### config.mk
export PLATFORM = sky130hd
export DESIGN_NAME = pfsel_top
export DESIGN_NICKNAME = d
export VERILOG_FILES = /design/src/rtl/pfsel_pkg.sv /design/src/rtl/pfsel_plane_gate.sv /design/src/rtl/pfsel_single_path.sv /design/src/rtl/pfsel_dual_path.sv /design/src/rtl/pfsel_top.sv
export SDC_FILE = /design/constraint.sdc
export NUM_CORES = 1
export LEC_CHECK = 0
export CORE_AREA = 2 2 39 41
export CTS_CLUSTER_DIAMETER = 100
export DETAILED_ROUTE_END_ITERATION = 10
export DIE_AREA = 0 0 41 43
export DONT_BUFFER_PORTS = 1
export PLACE_DENSITY = 0.57
export SLEW_MARGIN = 10
export SYNTH_ARGS = -nofsm -noshare
export SYNTH_HDL_FRONTEND = slang
export SYNTH_SLANG_ARGS = --single-unit
### constraint.sdc
create_clock -name clk -period 1 [get_ports clk]
set_input_delay 0.2 -clock clk [delete_from_list [all_inputs] [get_ports clk]]
set_output_delay 0.2 -clock clk [all_outputs]
set_load 0.02 [all_outputs]
### src/rtl/pfsel_pkg.sv
package pfsel_pkg;

  parameter int unsigned PF_PLANES  = 6;
  parameter int unsigned PF_HALF    = PF_PLANES / 2;
  parameter int unsigned IDX_W      = 5;
  parameter int unsigned CNT_W      = 3;
  parameter int unsigned PRI_W      = 3;
  parameter int unsigned PRI_LIMIT  = 5;
  parameter int unsigned MASK_PLANES = 5;

  // Enable mask for planes below the clamped count.
  function automatic logic [PF_PLANES-1:0] count_mask(input logic [CNT_W-1:0] cnt);
    logic [PF_PLANES-1:0] m;
    for (int i = 0; i < PF_PLANES; i++) begin
      m[i] = (32'(i) < 32'(cnt));
    end
    return m;
  endfunction

  // Effective count after clamping to the plane total.
  function automatic logic [CNT_W-1:0] clamp_count(input logic [CNT_W-1:0] cnt);
    return (32'(cnt) > PF_PLANES) ? CNT_W'(PF_PLANES) : cnt;
  endfunction

  // Code from planes 1,3,5,... (playfield 1) or 2,4,6,... (playfield 2).
  function automatic logic [PF_HALF-1:0] pf_code(input logic [PF_PLANES-1:0] p,
                                                  input int unsigned which);
    logic [PF_HALF-1:0] c;
    for (int k = 0; k < PF_HALF; k++) begin
      c[k] = p[2*k + which];
    end
    return c;
  endfunction

  function automatic logic pri_over(input logic [PRI_W-1:0] pri);
    return 32'(pri) > PRI_LIMIT;
  endfunction

endpackage

### src/rtl/pfsel_plane_gate.sv
module pfsel_plane_gate
  import pfsel_pkg::*;
#(
  parameter int unsigned NP = PF_PLANES
) (
  input  logic [NP-1:0]    raw_i,
  input  logic [NP-1:0]    en_i,
  output logic [NP-1:0]    gated_o
);

  for (genvar g = 0; g < NP; g++) begin : g_plane
    assign gated_o[g] = raw_i[g] & en_i[g];
  end

endmodule

### src/rtl/pfsel_single_path.sv
module pfsel_single_path
  import pfsel_pkg::*;
(
  input  logic [PF_PLANES-1:0] gated_i,
  input  logic                 mask_en_i,
  output logic [IDX_W-1:0]     idx_o,
  output logic                 opaque_o
);

  localparam int unsigned TOP_PLANE = MASK_PLANES - 1;
  localparam logic [IDX_W-1:0] FORCED = IDX_W'(1) << TOP_PLANE;

  logic [IDX_W-1:0] raw_idx;

  assign raw_idx  = gated_i[IDX_W-1:0];
  assign opaque_o = |raw_idx;

  always_comb begin
    idx_o = raw_idx;
    if (mask_en_i && gated_i[TOP_PLANE]) begin
      idx_o = FORCED;
    end
  end

endmodule

### src/rtl/pfsel_dual_path.sv
module pfsel_dual_path
  import pfsel_pkg::*;
#(
  parameter logic [1:0] MASK_PF = 2'b10
) (
  input  logic [PF_PLANES-1:0] gated_i,
  input  logic [1:0]           over_i,
  input  logic [1:0]           has_plane_i,
  input  logic                 legacy_i,
  input  logic                 pf2_front_i,
  output logic [IDX_W-1:0]     idx_o,
  output logic [1:0]           opaque_o,
  output logic [1:0]           masked_o
);

  localparam int unsigned PF_COLOURS = 1 << PF_HALF;

  logic [IDX_W-1:0] colour [2];

  for (genvar f = 0; f < 2; f++) begin : g_pf
    logic [PF_HALF-1:0] code;
    assign code        = pf_code(gated_i, f);
    assign opaque_o[f] = |code;
    if (MASK_PF[f]) begin : g_mask
      assign masked_o[f] = legacy_i & over_i[f] & has_plane_i[f];
    end else begin : g_nomask
      assign masked_o[f] = 1'b0;
    end
    assign colour[f] = masked_o[f] ? '0
                     : IDX_W'(f * PF_COLOURS) + IDX_W'(code);
  end

  always_comb begin
    idx_o = '0;
    if (pf2_front_i) begin
      if (opaque_o[1])      idx_o = colour[1];
      else if (opaque_o[0]) idx_o = colour[0];
    end else begin
      if (opaque_o[0])      idx_o = colour[0];
      else if (opaque_o[1]) idx_o = colour[1];
    end
  end

endmodule

### src/rtl/pfsel_top.sv
module pfsel_top
  import pfsel_pkg::*;
(
  input  logic                 clk,
  input  logic                 rst_n,
  input  logic [5:0]           planes_i,
  input  logic [2:0]           plane_cnt_i,
  input  logic                 dual_pf_i,
  input  logic [2:0]           pf1_pri_i,
  input  logic [2:0]           pf2_pri_i,
  input  logic                 pf2_front_i,
  input  logic                 enh_chip_i,
  output logic [4:0]           pix_idx_o,
  output logic                 pf1_opaque_o,
  output logic                 pf2_opaque_o
);

  logic [CNT_W-1:0]     eff_cnt;
  logic [PF_PLANES-1:0] plane_en;
  logic [PF_PLANES-1:0] gated;
  logic [1:0]           over;
  logic [1:0]           has_plane;
  logic                 legacy;

  // Named events for the checker
  logic                 legacy_single_hit;
  logic [1:0]           dual_masked;

  logic [IDX_W-1:0]     s_idx, d_idx, nxt_idx;
  logic                 s_op;
  logic [1:0]           d_op;
  logic                 nxt_op1, nxt_op2;

  assign eff_cnt  = clamp_count(plane_cnt_i);
  assign plane_en = count_mask(eff_cnt);
  assign legacy   = ~enh_chip_i;
  assign over     = {pri_over(pf2_pri_i), pri_over(pf1_pri_i)};

  for (genvar f = 0; f < 2; f++) begin : g_has
    assign has_plane[f] = |pf_code(plane_en, f);
  end

  assign legacy_single_hit = legacy & over[1] & (32'(eff_cnt) == MASK_PLANES);

  pfsel_plane_gate #(.NP(PF_PLANES)) u_gate (
    .raw_i   (planes_i),
    .en_i    (plane_en),
    .gated_o (gated)
  );

  pfsel_single_path u_single (
    .gated_i   (gated),
    .mask_en_i (legacy_single_hit),
    .idx_o     (s_idx),
    .opaque_o  (s_op)
  );

  pfsel_dual_path #(.MASK_PF(2'b10)) u_dual (
    .gated_i     (gated),
    .over_i      (over),
    .has_plane_i (has_plane),
    .legacy_i    (legacy),
    .pf2_front_i (pf2_front_i),
    .idx_o       (d_idx),
    .opaque_o    (d_op),
    .masked_o    (dual_masked)
  );

  always_comb begin
    if (dual_pf_i) begin
      nxt_idx = d_idx;
      nxt_op1 = d_op[0];
      nxt_op2 = d_op[1];
    end else begin
      nxt_idx = s_idx;
      nxt_op1 = s_op;
      nxt_op2 = 1'b0;
    end
  end

  always_ff @(posedge clk) begin
    if (!rst_n) begin
      pix_idx_o    <= '0;
      pf1_opaque_o <= 1'b0;
      pf2_opaque_o <= 1'b0;
    end else begin
      pix_idx_o    <= nxt_idx;
      pf1_opaque_o <= nxt_op1;
      pf2_opaque_o <= nxt_op2;
    end
  end

endmodule

Yosys cells after proc, flatten, opt, wreduce, memory -nomap -nowiden

Cells that the tools add are included.

Bits in registers: 7
Input port bits: 20
Word-level logic and storage cells: 39

$add $sub $neg: 1
$lt $le $gt $ge: 8
Equality and inequality tests: 1
Multiplexer cells: 10
Bitwise logic cells: 10
Reductions and logical operators: 6

Operators by type and width:

| cell                | count |
|---|---|
| $mux 5              | 7 |
| $and 1x1->1         | 9 |
| $reduce_or 3->1     | 3 |
| $gt 3x3->1 const B  | 2 |
| $lt 1x3->1 const A  | 2 |
| $lt 2x3->1 const A  | 2 |
| $lt 3x3->1 const A  | 2 |
| $mux 3              | 2 |
| $add 4x3->5 const A | 1 |
| $reduce_or 5->1     | 1 |
| $eq 3x3->1 const B  | 1 |
| $reduce_and 2->1    | 1 |
| $logic_and 1x1->1   | 1 |
| $mux 1              | 1 |
| $not 1->1           | 1 |

Longest topological paths before layout

Word-level depth: 10
Gate-level depth with buffers: 5
Depth with buffers taken out: 4

By module

Synthesis repeated with hierarchy kept, for this count alone.

Cells, all modules: 61
Area total of the unflattened synthesis: 513.0 sq um

Modules (own cells, without submodules):

| module            | instances | cells an instance | area an instance (sq um) | sequential area each (sq um) |
|---|---|---|---|---|
| pfsel_top         | 1         | 33                | 327.8                    | 140.1 |
| pfsel_dual_path   | 1         | 13                | 102.6                    | 0.0 |
| pfsel_single_path | 1         | 9                 | 45.0                     | 0.0 |
| pfsel_plane_gate  | 1         | 6                 | 37.5                     | 0.0 |

Least setup slack after synthesis

Ideal clock, no wire load.

Path type: input port to flip-flop
Start: input port plane_cnt_i[1]
End: register pix_idx_o[0]
Setup time: 0.125 ns
Arrival: 0.918 ns
Data required time: 0.875 ns
Setup slack: -0.044 ns
Cell stages on the path: 5
Path buffers: 1
Path through: buf_6 > nand4b_1 > o21ba_1 > a41oi_1 > o22ai_1

Word-level cells in the longest chain between the ends: 10

Ends and longest elaborated chain:

| item                                           | line                                         | RTL |
|---|---|---|
| from (decl)                                    | pfsel_top.sv:7                               | `input logic [2:0] plane_cnt_i,` |
| $gt 3x3->1                                     | pfsel_pkg.sv:22                              | `return (32'(cnt) > PF_PLANES) ? CNT_W'(PF_PLANES) : cnt;` |
| $mux 3 (*)                                     | pfsel_pkg.sv:22                              |  |
| $lt 1x3->1, or another cell as far along       | pfsel_pkg.sv:15                              | `m[i] = (32'(i) < 32'(cnt));` |
| $and 1x1->1 or $reduce_or 3->1 (tied branches) | pfsel_plane_gate.sv:12, pfsel_top.sv:40      |  |
| $add 4x3->5 or $and 1x1->1 (tied branches)     | pfsel_dual_path.sv:30, pfsel_dual_path.sv:25 |  |
| $mux 5                                         | pfsel_dual_path.sv:29                        | `assign colour[f] = masked_o[f] ? '0` |
| $mux 5                                         | pfsel_dual_path.sv:40                        | `else if (opaque_o[1]) idx_o = colour[1];` |
| $mux 5                                         | pfsel_dual_path.sv:39                        | `if (opaque_o[0]) idx_o = colour[0];` |
| $mux 5                                         | pfsel_dual_path.sv:35                        | `if (pf2_front_i) begin` |
| $mux 5 (*)                                     | pfsel_top.sv:70                              | `if (dual_pf_i) begin` |
| to (signal assigned)                           | pfsel_top.sv:87                              | `pix_idx_o <= nxt_idx;` |
| to (decl)                                      | pfsel_top.sv:13                              | `output logic [4:0] pix_idx_o,` |

Mark *: on every way between the ends. The rest lies on a longest branch, timed or not.
A chain may end at the register's enable or synchronous reset.

Final worst setup path

Start: register pix_idx_o[0]
End: output port pix_idx_o[0]

No word-level cell between the ends.

==> flow_metrics.tcl <==
set metrics [dict create \
    run_status "finished clean" \
    yosysSeqAreaShare_pct 32.84 \
    min_period_over_period_pct 85.40 \
    grt_setup_unrepaired "no" \
    detailedRoute.firstIterationViolations 15 \
    setup_violation_total_in_the_final_timing_report 0 \
    power.density_nw_per_um2 1369 \
    placement.cell_area_um2 452.9 \
    antenna_cells_inserted 0 \
    io_pins 27 \
    postSynthCellCount 48 \
    cts_repair_resized_insts 0 \
    port-buffer-count 0 \
    clock_slew_at_the_register_clock_pins_of_the_worst_setup_and_hold_paths_ns 0.05 \
    antenna_violations_before_repair 0 \
    maxSlewHeadroom_pct 81.91 \
    finalNetCount 74 \
    power.ir.vdd_worst_uv 251.1 \
    final.fill_count 156 \
    area_delta_synth_final_pct 12.32 \
    dpl.hpwl_um 807.8 \
    drt-wirelength-per-cell_um 14.84 \
    critical_path_peak_fanout 1 \
    post_route_cells_drive_above_1_share_pct 20.75 \
    globalplace.congestion 0.7677 \
    setup_total_negative_slack_ns 0 \
    hold_violations 0 \
    fp-row-count 14 \
    clock_tree.htree_level_count 1 \
    cts_tree "built" \
    worstMarginPinSlew_ns 0.2702 \
    synth_area_leader_cell "sky130_fd_sc_hd__dfxtp_1" \
    die-area_um2 1763 \
    cts_sinks 7 \
    post-route-drc-count 0 \
    maxCapViolations 0 \
    routed_wl_mm 1.024 \
    count_of_warnings_emitted_by_yosys 0 \
    final_cell_area_um2 479.2 \
    synth_largest_type_area_fraction_pct 32.84 \
    grt_pass1_vias 380 \
    hold-path-endpoint "pf1_opaque_o$_SDFF_PN0_" \
    fin_crit_ns 0.8540 \
    min-delay-start "rst_n" \
    grt_overflow 0 \
    number_of_nets_in_the_synthesized_netlist 68 \
    worstHoldPathType "input port to flop" \
    clockBufferDepth 2 \
    postRouteAntennaNets 0 \
    pin_count_of_the_biggest_net_entering_global_routing 15 \
    drtPass1Iterations 4 \
    via_per_inst 5.957 \
    ys_seq_elements 7 \
    dr_total_vias 411 \
    fmaxAchievable_mhz 1171 \
    final_cell_count_no_fill 69 \
    floorplan.initialDensity_pct 30.83 \
    cts.hold.buffers_added 0 \
    die_width_um 41 \
    numCtsBuffers 3 \
    critical_path.startpoint_type "flop" \
    synthesis.area_um2 426.7 \
    post_synthesis_cell_type_count 29 \
    static-leakage-power_uw 0.0001573 \
    critical_path_arrival_ns 0.65 \
    cp_data_required_time_ns 0.80 \
    ys_top_cells_by_area "sky130_fd_sc_hd__dfxtp_1 33%, sky130_fd_sc_hd__o211ai_1 7.0%, sky130_fd_sc_hd__a21oi_1 3.5%, sky130_fd_sc_hd__nand3_1 3.5%, sky130_fd_sc_hd__nand3b_1 3.5%" \
    pins_over_their_slew_limit 0 \
    gr-usage-all-layers_pct 12.41 \
    post_cts_buffers 0 \
    path_class "flop to output pin" \
    hold_depth 1 \
    whs_ns 0.08584 \
    wire_length_of_the_first_global_routing_pass_mm 1.545 \
    crit_path_end_kind "output pin" \
    post_synth.cell_area_avg_um2 8.889 \
    floorplan.core_area_um2 1384 \
    dp_cells 65 \
    die_height_um 43 \
    cts_root_buffer "sky130_fd_sc_hd__clkbuf_4" \
]
-- flip-flops by register name (all words and copies together) (netlist names) --
register / flops
pix_idx_o: 5
pf1_opaque_o: 1
pf2_opaque_o: 1
-- final cells by class --
type / count / area (um^2) / area share [%]
clock buffer: 4 / 26.28 / 5.483
multi-input combinational: 39 / 270.3 / 56.40
sequential: 7 / 140.1 / 29.24
tap: 16 / 20.02 / 4.178
timing repair buffer: 3 / 22.52 / 4.700
-- metal layers --
metal	up-vias	share of wire [%]	track usage, %
li1	206	-	-
met1	186	46	18.15
met2	19	47	16.56
met3	0	6.5	4.188
met4	0	0	4.000
met5	-	0	0
-- cells in the mapped netlist --
master,instances
sky130_fd_sc_hd__dfxtp_1,7
sky130_fd_sc_hd__o211ai_1,4
sky130_fd_sc_hd__a21oi_1,3
sky130_fd_sc_hd__nand2_1,3
sky130_fd_sc_hd__nand3_1,3
sky130_fd_sc_hd__nand3b_1,2
sky130_fd_sc_hd__nor2_1,2
sky130_fd_sc_hd__o21ai_0,2
sky130_fd_sc_hd__o21ai_1,2
sky130_fd_sc_hd__a221o_1,1
sky130_fd_sc_hd__a22oi_1,1
sky130_fd_sc_hd__a31oi_2,1
sky130_fd_sc_hd__a41oi_1,1
sky130_fd_sc_hd__and2_2,1
sky130_fd_sc_hd__buf_2,1
sky130_fd_sc_hd__buf_6,1
sky130_fd_sc_hd__nand2b_1,1
sky130_fd_sc_hd__nand3_2,1
sky130_fd_sc_hd__nand4_1,1
sky130_fd_sc_hd__nand4b_1,1
sky130_fd_sc_hd__o2111ai_1,1
sky130_fd_sc_hd__o21a_1,1
sky130_fd_sc_hd__o21ai_2,1
sky130_fd_sc_hd__o21ba_1,1
sky130_fd_sc_hd__o221ai_1,1
sky130_fd_sc_hd__o221ai_2,1
sky130_fd_sc_hd__o22ai_1,1
sky130_fd_sc_hd__o31ai_1,1
sky130_fd_sc_hd__or2_0,1
-- cell usage in the layout (no fill, tap or decap), drive strengths merged --
cell type / netlist / layout
o2111ai: 1 / 1
nand4: 1 / 1
nand4b: 1 / 1
and2: 1 / 1
nand2: 3 / 3
a31oi: 1 / 1
o21ai: 5 / 5
nand2b: 1 / 1
buf: 2 / 3
a221o: 1 / 1
o21ba: 1 / 1
a22oi: 1 / 1
a41oi: 1 / 1
o221ai: 2 / 2
nor2: 2 / 2
or2: 1 / 1
nand3: 4 / 4
o22ai: 1 / 1
nand3b: 2 / 2
o211ai: 4 / 4
o21a: 1 / 1
a21oi: 3 / 3
clkbuf: 0 / 4
dfxtp: 7 / 7
o31ai: 1 / 1
-- power breakdown --
group          total, uW  internal, uW  switching, uW
logic               91.2          48.2           43.0
clock network        236           151           85.3
registers            328           299           29.2
total                656           498            158
-- cells by family (layout without fill, tap and decap cells) --
kind of cell           after synthesis  in the layout  synth area share (%)
flip-flops                           7              7                 32.84
buffers and inverters                2              7                 3.811
AO/OA/AOI/OAI                       23             23                 41.35
AND/OR/NAND/NOR                     16             16                 22.00
-- through the flow --
stage          setup WS [ns]  util, %  power [uW]
2_1_floorplan       -0.04358        -       415.5
3_3_place_gp        -0.04379    32.73       425.5
3_5_place_dp        -0.02750    32.73       425.8
4_1_cts               0.1363    34.63       665.0
5_1_grt               0.1020    34.63       692.1
6_report              0.1460    34.63       655.9
-- worst max path at each step --
stage / from / endpoint / slack [ns] / depth (start not counted)
3_3_place_gp: plane_cnt_i[1] / pix_idx_o[2]$_SDFF_PN0_ / -0.04 / 4
6_report: pix_idx_o[0]$_SDFF_PN0_ / pix_idx_o[0] / 0.15 / 0
2_1_floorplan: plane_cnt_i[1] / pix_idx_o[0]$_SDFF_PN0_ / -0.04 / 5
5_1_grt: pix_idx_o[4]$_SDFF_PP0_ / pix_idx_o[4] / 0.10 / 0
4_1_cts: pix_idx_o[0]$_SDFF_PN0_ / pix_idx_o[0] / 0.14 / 0
3_5_place_dp: enh_chip_i / pix_idx_o[0]$_SDFF_PN0_ / -0.03 / 4
Power figures use the tool's default switching activity.
